[config.mk]
export PLATFORM = sky130hd
export DESIGN_NAME = fetch_issue
export DESIGN_NICKNAME = d
export VERILOG_FILES = /design/src/rtl/fetch_issue_pkg.sv /design/src/rtl/fi_slot_track.sv /design/src/rtl/fi_pc_gen.sv /design/src/rtl/fi_issue_reg.sv /design/src/rtl/fetch_issue.sv
export SDC_FILE = /design/constraint.sdc
export NUM_CORES = 1
export LEC_CHECK = 0
export CORE_MARGIN = 1
export CORE_UTILIZATION = 45
export DETAILED_ROUTE_END_ITERATION = 8
export HOLD_SLACK_MARGIN = 0.15
export PLACE_DENSITY = 0.75
export SLEW_MARGIN = 20
export SYNTH_ARGS = -nofsm -noshare
export SYNTH_HDL_FRONTEND = slang
export SYNTH_SLANG_ARGS = --single-unit
[constraint.sdc]
create_clock -name clk -period 6.7 [get_ports clk]
set_clock_uncertainty 0.15 [all_clocks]
set_input_delay 1.675 -clock clk [delete_from_list [all_inputs] [get_ports clk]]
set_output_delay 1.675 -clock clk [all_outputs]
set_load 0.1 [all_outputs]
[src/rtl/fetch_issue_pkg.sv]
package fetch_issue_pkg;
  localparam int unsigned INSTR_W   = 32;
  localparam int unsigned SLOT_W    = 2;
  localparam int unsigned OP_W      = 3;
  localparam int unsigned NFLAG_POS = 31;
  localparam int unsigned OP_LSB    = 28;
  localparam int unsigned SLOT_LSB  = 26;

  typedef logic [INSTR_W-1:0] word_t;
  typedef logic [SLOT_W-1:0]  slot_t;
  typedef logic [OP_W-1:0]    opc_t;

  function automatic logic wants_bubble(word_t w);
    return w[NFLAG_POS];
  endfunction

  function automatic logic is_branch(word_t w, opc_t opc);
    return w[OP_LSB +: OP_W] == opc;
  endfunction

  function automatic slot_t slot_count(word_t w);
    return w[SLOT_LSB +: SLOT_W];
  endfunction
endpackage

[src/rtl/fi_slot_track.sv]
module fi_slot_track
  import fetch_issue_pkg::*;
#(
  parameter int unsigned ADDR_W = 32
) (
  input  logic              clk,
  input  logic              rst,
  input  logic              stall,
  input  logic              consume,
  input  logic              consume_br,
  input  slot_t             consume_slot,
  input  logic              br_resolve,
  input  logic              br_taken,
  input  logic [ADDR_W-1:0] br_target,
  output logic              hold,
  output logic              flush,
  output logic [ADDR_W-1:0] flush_tgt
);
  logic              win_open;
  logic              pend_taken;
  slot_t             left;
  logic [ADDR_W-1:0] pend_tgt;
  logic              drained;

  assign drained   = win_open && (left == '0);
  assign hold      = drained && !pend_taken && !br_resolve;
  assign flush     = !stall && drained && (pend_taken || (br_resolve && br_taken));
  assign flush_tgt = pend_taken ? pend_tgt : br_target;

  always_ff @(posedge clk) begin
    if (rst) begin
      win_open   <= 1'b0;
      pend_taken <= 1'b0;
      left       <= '0;
      pend_tgt   <= '0;
    end else if (!stall) begin
      if (flush) begin
        win_open   <= 1'b0;
        pend_taken <= 1'b0;
        left       <= '0;
      end else if (consume && consume_br) begin
        win_open   <= 1'b1;
        pend_taken <= 1'b0;
        left       <= consume_slot;
      end else if (win_open && br_resolve && !br_taken) begin
        win_open <= 1'b0;
        left     <= '0;
      end else begin
        if (win_open && br_resolve && br_taken) begin
          pend_taken <= 1'b1;
          pend_tgt   <= br_target;
        end
        if (consume && win_open && (left != '0)) left <= left - slot_t'(1);
      end
    end
  end
endmodule

[src/rtl/fi_pc_gen.sv]
module fi_pc_gen
  import fetch_issue_pkg::*;
#(
  parameter int unsigned       ADDR_W    = 32,
  parameter logic [ADDR_W-1:0] RESET_VEC = '0
) (
  input  logic              clk,
  input  logic              rst,
  input  logic              stall,
  input  logic              consume,
  input  logic              flush,
  input  logic [ADDR_W-1:0] flush_tgt,
  output logic              rd_valid,
  output logic [ADDR_W-1:0] rd_pc,
  output logic [ADDR_W-1:0] imem_addr
);
  localparam logic [ADDR_W-1:0] STEP = ADDR_W'(INSTR_W / 8);

  always_comb begin
    if (stall)        imem_addr = rd_pc;
    else if (flush)   imem_addr = flush_tgt;
    else if (consume) imem_addr = rd_pc + STEP;
    else              imem_addr = rd_pc;
  end

  always_ff @(posedge clk) begin
    if (rst) begin
      rd_valid <= 1'b0;
      rd_pc    <= RESET_VEC;
    end else if (!stall) begin
      rd_valid <= 1'b1;
      rd_pc    <= imem_addr;
    end
  end
endmodule

[src/rtl/fi_issue_reg.sv]
module fi_issue_reg
  import fetch_issue_pkg::*;
#(
  parameter int unsigned       ADDR_W    = 32,
  parameter logic [ADDR_W-1:0] RESET_VEC = '0,
  parameter word_t             NOP_WORD  = '0
) (
  input  logic              clk,
  input  logic              rst,
  input  logic              stall,
  input  logic              consume,
  input  logic              flush,
  input  logic              hold,
  input  logic              rd_valid,
  input  word_t             word,
  input  logic [ADDR_W-1:0] rd_pc,
  output logic              bubble_req,
  output logic              issue_valid,
  output word_t             issue_instr,
  output logic [ADDR_W-1:0] issue_pc
);
  logic bubble_done;

  assign bubble_req = rd_valid && wants_bubble(word) && !bubble_done;

  always_ff @(posedge clk) begin
    if (rst) begin
      bubble_done <= 1'b0;
    end else if (!stall) begin
      if (flush || consume)        bubble_done <= 1'b0;
      else if (bubble_req && !hold) bubble_done <= 1'b1;
    end
  end

  always_ff @(posedge clk) begin
    if (rst) begin
      issue_valid <= 1'b0;
      issue_instr <= NOP_WORD;
      issue_pc    <= RESET_VEC;
    end else if (!stall) begin
      if (consume) begin
        issue_valid <= 1'b1;
        issue_instr <= word;
        issue_pc    <= rd_pc;
      end else begin
        issue_valid <= 1'b0;
        issue_instr <= NOP_WORD;
      end
    end
  end
endmodule

[src/rtl/fetch_issue.sv]
module fetch_issue
  import fetch_issue_pkg::*;
#(
  parameter int unsigned       ADDR_W    = 32,
  parameter logic [ADDR_W-1:0] RESET_VEC = '0,
  parameter logic [31:0]       NOP_WORD  = '0,
  parameter logic [2:0]        BR_OPCODE = 3'b111
) (
  input  logic              clk,
  input  logic              rst,
  input  logic              stall,
  input  logic              br_resolve,
  input  logic              br_taken,
  input  logic [ADDR_W-1:0] br_target,
  output logic [ADDR_W-1:0] imem_addr,
  input  logic [31:0]       imem_rdata,
  output logic              issue_valid,
  output logic [31:0]       issue_instr,
  output logic [ADDR_W-1:0] issue_pc
);
  logic              hold;
  logic              flush;
  logic [ADDR_W-1:0] flush_tgt;
  logic              rd_valid;
  logic [ADDR_W-1:0] rd_pc;
  logic              bubble_req;
  logic              consume;

  assign consume = !stall && rd_valid && !flush && !hold && !bubble_req;

  fi_slot_track #(.ADDR_W(ADDR_W)) u_slots (
    .clk          (clk),
    .rst          (rst),
    .stall        (stall),
    .consume      (consume),
    .consume_br   (is_branch(imem_rdata, BR_OPCODE)),
    .consume_slot (slot_count(imem_rdata)),
    .br_resolve   (br_resolve),
    .br_taken     (br_taken),
    .br_target    (br_target),
    .hold         (hold),
    .flush        (flush),
    .flush_tgt    (flush_tgt)
  );

  fi_pc_gen #(.ADDR_W(ADDR_W), .RESET_VEC(RESET_VEC)) u_pc (
    .clk       (clk),
    .rst       (rst),
    .stall     (stall),
    .consume   (consume),
    .flush     (flush),
    .flush_tgt (flush_tgt),
    .rd_valid  (rd_valid),
    .rd_pc     (rd_pc),
    .imem_addr (imem_addr)
  );

  fi_issue_reg #(.ADDR_W(ADDR_W), .RESET_VEC(RESET_VEC), .NOP_WORD(NOP_WORD)) u_issue (
    .clk         (clk),
    .rst         (rst),
    .stall       (stall),
    .consume     (consume),
    .flush       (flush),
    .hold        (hold),
    .rd_valid    (rd_valid),
    .word        (imem_rdata),
    .rd_pc       (rd_pc),
    .bubble_req  (bubble_req),
    .issue_valid (issue_valid),
    .issue_instr (issue_instr),
    .issue_pc    (issue_pc)
  );
endmodule

# --- After elaboration in Yosys (flattened, before gate mapping) ---
# Cells that the tools add are included.
# W data, S select, Z words.
word_totals:
  register_bits: 135
  word_cells: 78
op_classes:
  reduce_logical: 41
  n_eq_ne: 2
  addsub: 2
  bitwise: 4
  muxes: 19
ops:
  columns: ["operator", "count"]
  rows:
  - ["$mux W32", 5]
  - ["$add A32 B3 Y32 const B", 1]
  - ["$logic_and A1 B1 Y1", 19]
  - ["$mux W1", 10]
  - ["$logic_not A1 Y1", 8]
  - ["$mux W2", 4]
  - ["$reduce_and A2 Y1", 4]
  - ["$reduce_bool A3 Y1", 2]
  - ["$reduce_and A5 Y1", 1]
  - ["$not A1 Y1", 4]
  - ["$reduce_bool A2 Y1", 2]
  - ["$reduce_bool A4 Y1", 1]
  - ["$eq A3 B3 Y1 const B", 1]
  - ["$ne A3 B2 Y1 const B", 1]
  - ["$reduce_and A3 Y1", 1]
  - ["$logic_not A2 Y1", 1]
  - ["$logic_or A1 B1 Y1", 2]
  - ["$sub A2 B1 Y2 const B", 1]

# --- Longest topological paths before layout ---
# Gate-level depths: netlist of the first run.
depth:
  word_depth: 14
  ltp_mapped: 9
  ltp_nobuf: 7

# --- By module ---
# A second synthesis of the first run with hierarchy kept.
unflattened:
  hier_cells: 779
  hier_area_um2: 6419.9
modules_own_cells:
  columns: ["module", "seq_area_each_um2", "area_per_inst_um2", "cells_per_inst", "n_inst"]
  rows:
  - ["fi_pc_gen", 660.6, 2285.9, 298, 1]
  - ["fi_issue_reg", 1321.3, 2280.9, 259, 1]
  - ["fi_slot_track", 720.7, 1828.0, 219, 1]
  - ["fetch_issue", 0.0, 25.0, 3, 1]

# --- Worst setup path before layout of the first run ---
# OpenSTA, ideal clock, no wires.
synth_path:
  path_kind: "input to output"
  startpoint: "input port stall"
  endpoint: "output port imem_addr[17]"
  arrival_ns: 5.097
  path_stages: 7
  path_slack_ns: -0.222
  path_cell_list: "buf_2 nand3b_1 or2_2 clkbuf_1 buf_2 buf_1 a21boi_0"
synth_between:
  elab_chain_len: 10
synth_lines:
  columns: ["item", "line", "source"]
  rows:
  - ["start: declaration", "fetch_issue.sv:11", "input logic stall,"]
  - ["$logic_not A1 Y1", null, null]
  - ["$logic_and A1 B1 Y1 (2 in series)", "fi_slot_track.sv:27", "assign flush = !stall && drained && (pend_taken || (br_resolve && br_taken));"]
  - ["$logic_not A1 Y1", "fetch_issue.sv:29", "assign consume = !stall && rd_valid && !flush && !hold && !bubble_req;"]
  - ["$logic_and A1 B1 Y1 (3 in series)", "fetch_issue.sv:29", null]
  - ["$mux W32", "fi_pc_gen.sv:22", "else if (consume) imem_addr = rd_pc + STEP;"]
  - ["$mux W32", "fi_pc_gen.sv:21", "else if (flush) imem_addr = flush_tgt;"]
  - ["$mux W32 (*)", "fi_pc_gen.sv:20", "if (stall) imem_addr = rd_pc;"]
  - ["end: declaration", "fetch_issue.sv:15", "output logic [ADDR_W-1:0] imem_addr,"]
# Mark *: on every way between the ends. The rest lies on a longest branch, timed or not.

# --- Worst setup path after layout of the first run ---
layout_path:
  startpoint: "input port br_resolve"
  endpoint: "output port imem_addr[22]"
layout_between:
  elab_chain_len: 10
layout_lines:
  columns: ["item", "line", "source"]
  rows:
  - ["start: declaration", "fetch_issue.sv:12", "input logic br_resolve,"]
  - ["$logic_and A1 B1 Y1", "fi_slot_track.sv:27", null]
  - ["$logic_or A1 B1 Y1", "fi_slot_track.sv:27", null]
  - ["$logic_and A1 B1 Y1", "fi_slot_track.sv:27", null]
  - ["$logic_not A1 Y1", "fetch_issue.sv:29", null]
  - ["$logic_and A1 B1 Y1 (3 in series)", "fetch_issue.sv:29", null]
  - ["$mux W32", "fi_pc_gen.sv:22", null]
  - ["$mux W32 (*)", "fi_pc_gen.sv:21", null]
  - ["$mux W32 (*)", "fi_pc_gen.sv:20", null]
# Marked as above.

==> results of run 1 <==
==> metal layers <==
metal / vias to the layer above / wire, um / part of all wire [%]
li1: 2884 / - / -
met1: 2801 / 8770 / 48
met2: 204 / 7970 / 44
met3: 33 / 1030 / 5.7
met4: 0 / 398 / 2.2
met5: - / 0 / 0
==> worst paths after layout <==
path / to / slack [ns]
setup / recovery: imem_addr[22] / 0.52
setup reg to reg: u_pc.rd_pc[14]$_SDFFE_PP0N_ / 3.83
hold / removal: u_issue.issue_pc[25]$_SDFFE_PP0P_ / 0.30
hold reg to reg: u_issue.issue_pc[25]$_SDFFE_PP0P_ / 0.30
==> state kept, by name, indices dropped and copies added (netlist names) <==
signal,flops
u_pc.rd_pc,32
u_issue.issue_pc,32
u_slots.pend_tgt,32
u_issue.bubble_done,1
u_slots.left,2
u_slots.win_open,1
u_issue.issue_instr,32
u_pc.rd_valid,1
u_issue.issue_valid,1
u_slots.pend_taken,1
==> layout make-up <==
type / count / area (um^2)
flip-flops and latches: 135 / 2700
fillers: 1112 / 4590
multi-input cells: 521 / 3180
clock inverters: 13 / 83.8
clock buffers: 19 / 443
repair buffers: 176 / 2020
inverters: 13 / 48.8
well taps: 176 / 220
==> metrics by stage <==
| step | total power, mW | cells | TNS (ns) | setup WS, ns |
|---|---|---|---|---|
| 5_1_grt | 1.86 | 1053 | 0 | 0.365 |
| 3_5_place_dp | 0.990 | 1021 | 0 | 0.553 |
| 4_1_cts | 1.81 | 1053 | 0 | 0.539 |
| 3_3_place_gp | 0.987 | 1021 | 0 | 0.576 |
| 6_report | 1.80 | 1053 | 0 | 0.523 |
| 2_1_floorplan | 0.919 | 722 | -0.0677 | -0.0339 |
==> layout by cell type (no fill, tap or decap), drive strengths merged, types with 19 or more instances in the layout <==
cell,instances
a22oi,33
nor2,90
nand2,97
o21ai,20
dfxtp,135
mux2i,52
a21oi,52
clkdlybuf4s50,131
clkbuf,19
buf,45
nand3,21
==> critical path, stage by stage <==
cell             delay (ns)
clkdlybuf4s50_1        0.63
nor3b_4                0.30
o2111a_2               0.25
buf_4                  0.58
and4_1                 0.34
a311oi_1               0.13
nor2_1                 0.22
buf_12                 0.20
==> power by group <==
part	internal (mW)	switching [mW]
registers	0.809	0.00432
clock network	0.477	0.348
logic	0.0631	0.0969
==> logic make-up (layout without fill, tap and decap cells) <==
family                     Yosys count  after routing  share of synthesized area, %
AOI/OAI and AO/OA                  170            170                          18.5
buffers and inverters               66            221                          4.24
adders and majority gates            2              2                         0.408
DFF                                135            135                          44.0
muxes                               61             61                          10.1
and+or+nand+nor                    281            281                          21.7
xor gates and xnor gates             7              7                         0.999
==> results.yml, run 1 <==
sta:
  holdWs_ns: 0.301
  slew_viol_final: 0
  finalSetupViolations: 0
  fin_crit_ns: 6.18
  rsz0062_at_grt: "no"
  max_slew_margin_pct: 33.4
  finalCritPeriodShare_pct: 92.2
  tightest_slew_ns: 0.996
  max_freq_mhz: 162
  final-hold-violation-count: 0
clock_network:
  clockBufferDepth: 2
  cts.repair.resized: 0
  cts_root_buf: "clkbuf_16"
  cts_setup_buffers: 0
  path_clk_slew_ns: 0.06
  tritoncts: "built"
  clock_sinks: 135
  cts_buffers: 17
  htreeDepth: 4
  insertion_delay_ns: 0.42
  hold_buffers: 0
logic_synthesis:
  yosysUniqueCellTypes: 57
  synth_top_area_share_pct: 44.0
  synth_edf_count: 0
  synth_cells: 722
  yosysMostFrequentCell: "dfxtp_1"
  synth.net_count: 793
  synth.avg_cell_area_um2: 8.50
  synth_area_um2: 6140
  yosys.area.top_type: "dfxtp_1"
  synth_area_leaders: "dfxtp_1 44%, mux2i_1 8.5%, nand2_1 5.9%, nor2_1 5.5%, a21oi_1 4.2%"
  synthTopCellsByCount: "135 x dfxtp_1, 97 x nand2_1, 90 x nor2_1, 52 x a21oi_1, 52 x mux2i_1"
  synth_flop_cell: "dfxtp_1"
  ys.warnings.count: 0
  ys_ff_latch: 135
  seq_area_frac_synth_pct: 44.0
  async_flop_share_pct: 0
drt:
  drc: 0
  drt-total-wl_um: 18200
  dr.pass1.iters: 5
  drtIter0Drc: 586
  wl_per_cell_um: 17.3
  ant_nets: 0
  post_drt_via_cell_ratio: 5.62
  vias: 5922
floorplanning:
  die_area_um2: 14100
  die_w_um: 119
  start_util_pct: 46.2
  core_um2: 13300
  rows: 42
  die_y_um: 119
  ios: 166
global_route:
  grt.met1_usage_pct: 37.9
  top_usage_layer: "met1"
  overflow: 0
  antenna_found_initial: 0
  grt_use_total_pct: 26.0
  grt_first_pass_wirelength_um: 28600
  use_met3_pct: 4.73
  grt_pass1_vias: 5454
  grt_max_degree: 75
  use_met2_pct: 37.3
layout:
  nets: 935
  postLayoutCoreUtil_pct: 65.5
  num_antenna_cells: 0
  finalInstanceArea_um2: 8700
  layout-drive-gt1-share_pct: 11.3
  syn_to_final_growth_pct: 41.8
critical_path:
  reg2reg_depth: 7
  startpoint_type: "input pin"
  cp.arrival_ns: 4.35
  required_ns: 4.88
  path_class: "in2out"
  rr_startpoint: "u_slots.pend_taken$_SDFFE_PP0P_"
  path_max_fanout: 70
  worstSetupEndpointType: "output port"
  crit_start: "br_resolve"
placed_design:
  place_congestion: 0.893
  placed_area_um2: 8180
  place_hpwl_um: 13200
  io_buffers: 165
worst_hold_path:
  min_path_type: "reg2reg"
  holdPathStages: 2
  hp-start: "u_issue.issue_pc[25]$_SDFFE_PP0P_"
power_and_ir_drop:
  peakVddDrop_mv: 0.134
  p_leak_nw: 3.24
  power.density_nw_per_um2: 207
job:
  max_cap_viol_count: 0
outcome:
  status: "completed"
(Power assumes the default switching activity.)
==> run 2: changes to the inputs <==
GPL_ROUTABILITY_DRIVEN = 0   (was default)
SETUP_SLACK_MARGIN = 0.4   (was default)
==> run 2 against run 1 <==
Net effect: worst setup slack better by 0.083 ns; final cell count is essentially flat; clock-buffer cell count is 5 higher; critical path type unchanged; critical path depth decreased by 1.
==> results.yml, run 2 (synthesized netlist as in run 1, its figures left out) <==
outcome:
  status: "completed"
drt:
  drtIter0Drc: 442
  met2_length_um: 8180
  drt-total-wl_um: 17900
  wl_per_cell_um: 17.0
  post_drt_via_cell_ratio: 5.76
  drc: 0
  ant_nets: 0
  met1Wirelength_um: 7900
  top_layer_used: "met4"
  wl_met3_um: 1340
  vias: 6059
  dr.pass1.iters: 5
power_and_ir_drop:
  power_frac_seq_pct: 44.8
  combPwrFrac_pct: 8.9
  p_sw_uw: 424
  p_clk_share_pct: 46.3
  internal_power_mw: 1.39
  p_total_mw: 1.82
  p_leak_nw: 3.25
  power.density_nw_per_um2: 208
  switching_share_pct: 23.3
  peakVddDrop_mv: 0.174
layout:
  fillers: 1068
  regArea_um2: 2700
  multi_input_area_um2: 3210
  finalInstanceArea_um2: 8740
  syn_to_final_growth_pct: 42.4
  mostFrequentLayoutCell: "dfxtp_1"
  postLayoutCoreUtil_pct: 65.7
  layout-drive-gt1-share_pct: 11.2
  mostFrequentLayoutCells: "134 x dfxtp_1, 131 x clkdlybuf4s50_1, 97 x nand2_1"
  nets: 937
  num_antenna_cells: 0
clock_network:
  insertion_delay_ns: 0.42
  hold_buffers: 0
  cts_root_buf: "clkbuf_16"
  path_clk_slew_ns: 0.06
  clockBufferDepth: 2
  cts_setup_buffers: 0
  tritoncts: "built"
  cts.repair.resized: 0
  cts_buffers: 17
  htreeDepth: 4
  clock_sinks: 135
placed_design:
  place_hpwl_um: 12600
  io_buffers: 165
  placed_area_um2: 8200
critical_path:
  cpMaxStageDelayCell: "or4b_1"
  worstSetupEndpointType: "output port"
  cpPeakStageDelay_ns: 0.68
  startpoint_type: "input pin"
  cp_cell_sequence: "clkdlybuf4s50_1, nand2b_1, nand4_1, or4b_1, or4_1, nand2_1, buf_12"
  rrSetupSlack_ns: 3.89
  path_class: "in2out"
  required_ns: 4.88
  path_max_fanout: 10
  cp.arrival_ns: 4.27
sta:
  finalSetupViolations: 0
  final-hold-violation-count: 0
  max_freq_mhz: 164
  finalCritPeriodShare_pct: 91.0
  max_slew_margin_pct: 32.9
  slew_viol_final: 0
  rsz0062_at_grt: "no"
  fin_crit_ns: 6.09
  setup_tns_ns: 0
  tightest_slew_ns: 1.00
global_route:
  grt_use_total_pct: 25.1
  overflow: 0
  grt_pass1_vias: 5596
  grt_max_degree: 83
  antenna_found_initial: 0
  grt_first_pass_wirelength_um: 28100
floorplanning:
  die_area_um2: 14100
  ios: 166
  die_y_um: 119
  core_um2: 13300
  start_util_pct: 46.2
  rows: 42
  die_w_um: 119
worst_hold_path:
  min_path_type: "reg2reg"
job:
  max_cap_viol_count: 0
## run 2: cell count changes in the layout (fill, tap and decap cells not counted)
cell,before,now
clkinv_4,3,0
clkbuf_8,1,2
a31oi_1,12,8
a31oi_2,0,4
buf_4,14,16
clkbuf_1,1,5
clkinvlp_4,3,0
bufinv_16,0,1
clkinv_2,7,4
## run 2: area by class of cell
type | count | share of cell area, %
flip-flops and latches | 135 | 30.9
well taps | 176 | 2.52
clock inverters | 5 | 0.573
repair buffers | 178 | 23.3
multi-input cells | 521 | 36.7
clock buffers | 24 | 5.40
inverters | 13 | 0.558
## run 2: worst paths after layout
kind                                        to  depth (start not counted)                         startpoint
max                              imem_addr[27]                          7                     imem_rdata[31]
max reg2reg  u_slots.pend_tgt[21]$_SDFFE_PP0P_                          9       u_slots.left[0]$_SDFFE_PP0P_
min          u_issue.issue_pc[21]$_SDFFE_PP0P_                          2  u_issue.issue_pc[21]$_SDFFE_PP0P_
min reg2reg  u_issue.issue_pc[21]$_SDFFE_PP0P_                          2  u_issue.issue_pc[21]$_SDFFE_PP0P_
## run 2: per-layer routing
| layer | vias to the layer above | GRT usage, % |
|---|---|---|
| met1 | 2856 | 34.4 |
| met2 | 280 | 38.2 |
| li1 | 2884 | - |
| met4 | 0 | 11.5 |
| met5 | - | 0 |
| met3 | 39 | 4.49 |
## run 2: through the flow
| step | setup slack (ns) | cells | hold WS [ns] |
|---|---|---|---|
| final | 0.606 | 1052 | 0.302 |
| after global routing | 0.501 | 1052 | 0.328 |
| after CTS | 0.528 | 1051 | 0.305 |
| after floorplan | -0.0339 | 722 | 0.282 |
| after detailed placement | 0.533 | 1022 | 0.297 |
| after global placement | 0.601 | 1022 | 0.295 |
## run 2: worst max-delay path, delay by kind of cell
family	cells	cell delay (ns)
buffers and inverters	2	0.62
and+or+nand+nor	5	1.97
## run 2: power by group through the flow
stage | Combinational [mW] | Sequential (mW) | Clock, mW
finish | 0.162 | 0.814 | 0.842
floorplan | 0.0565 | 0.862 | 0
CTS | 0.161 | 0.814 | 0.847
global route | 0.169 | 0.814 | 0.884
global placement | 0.157 | 0.830 | 0
detailed placement | 0.160 | 0.831 | 0
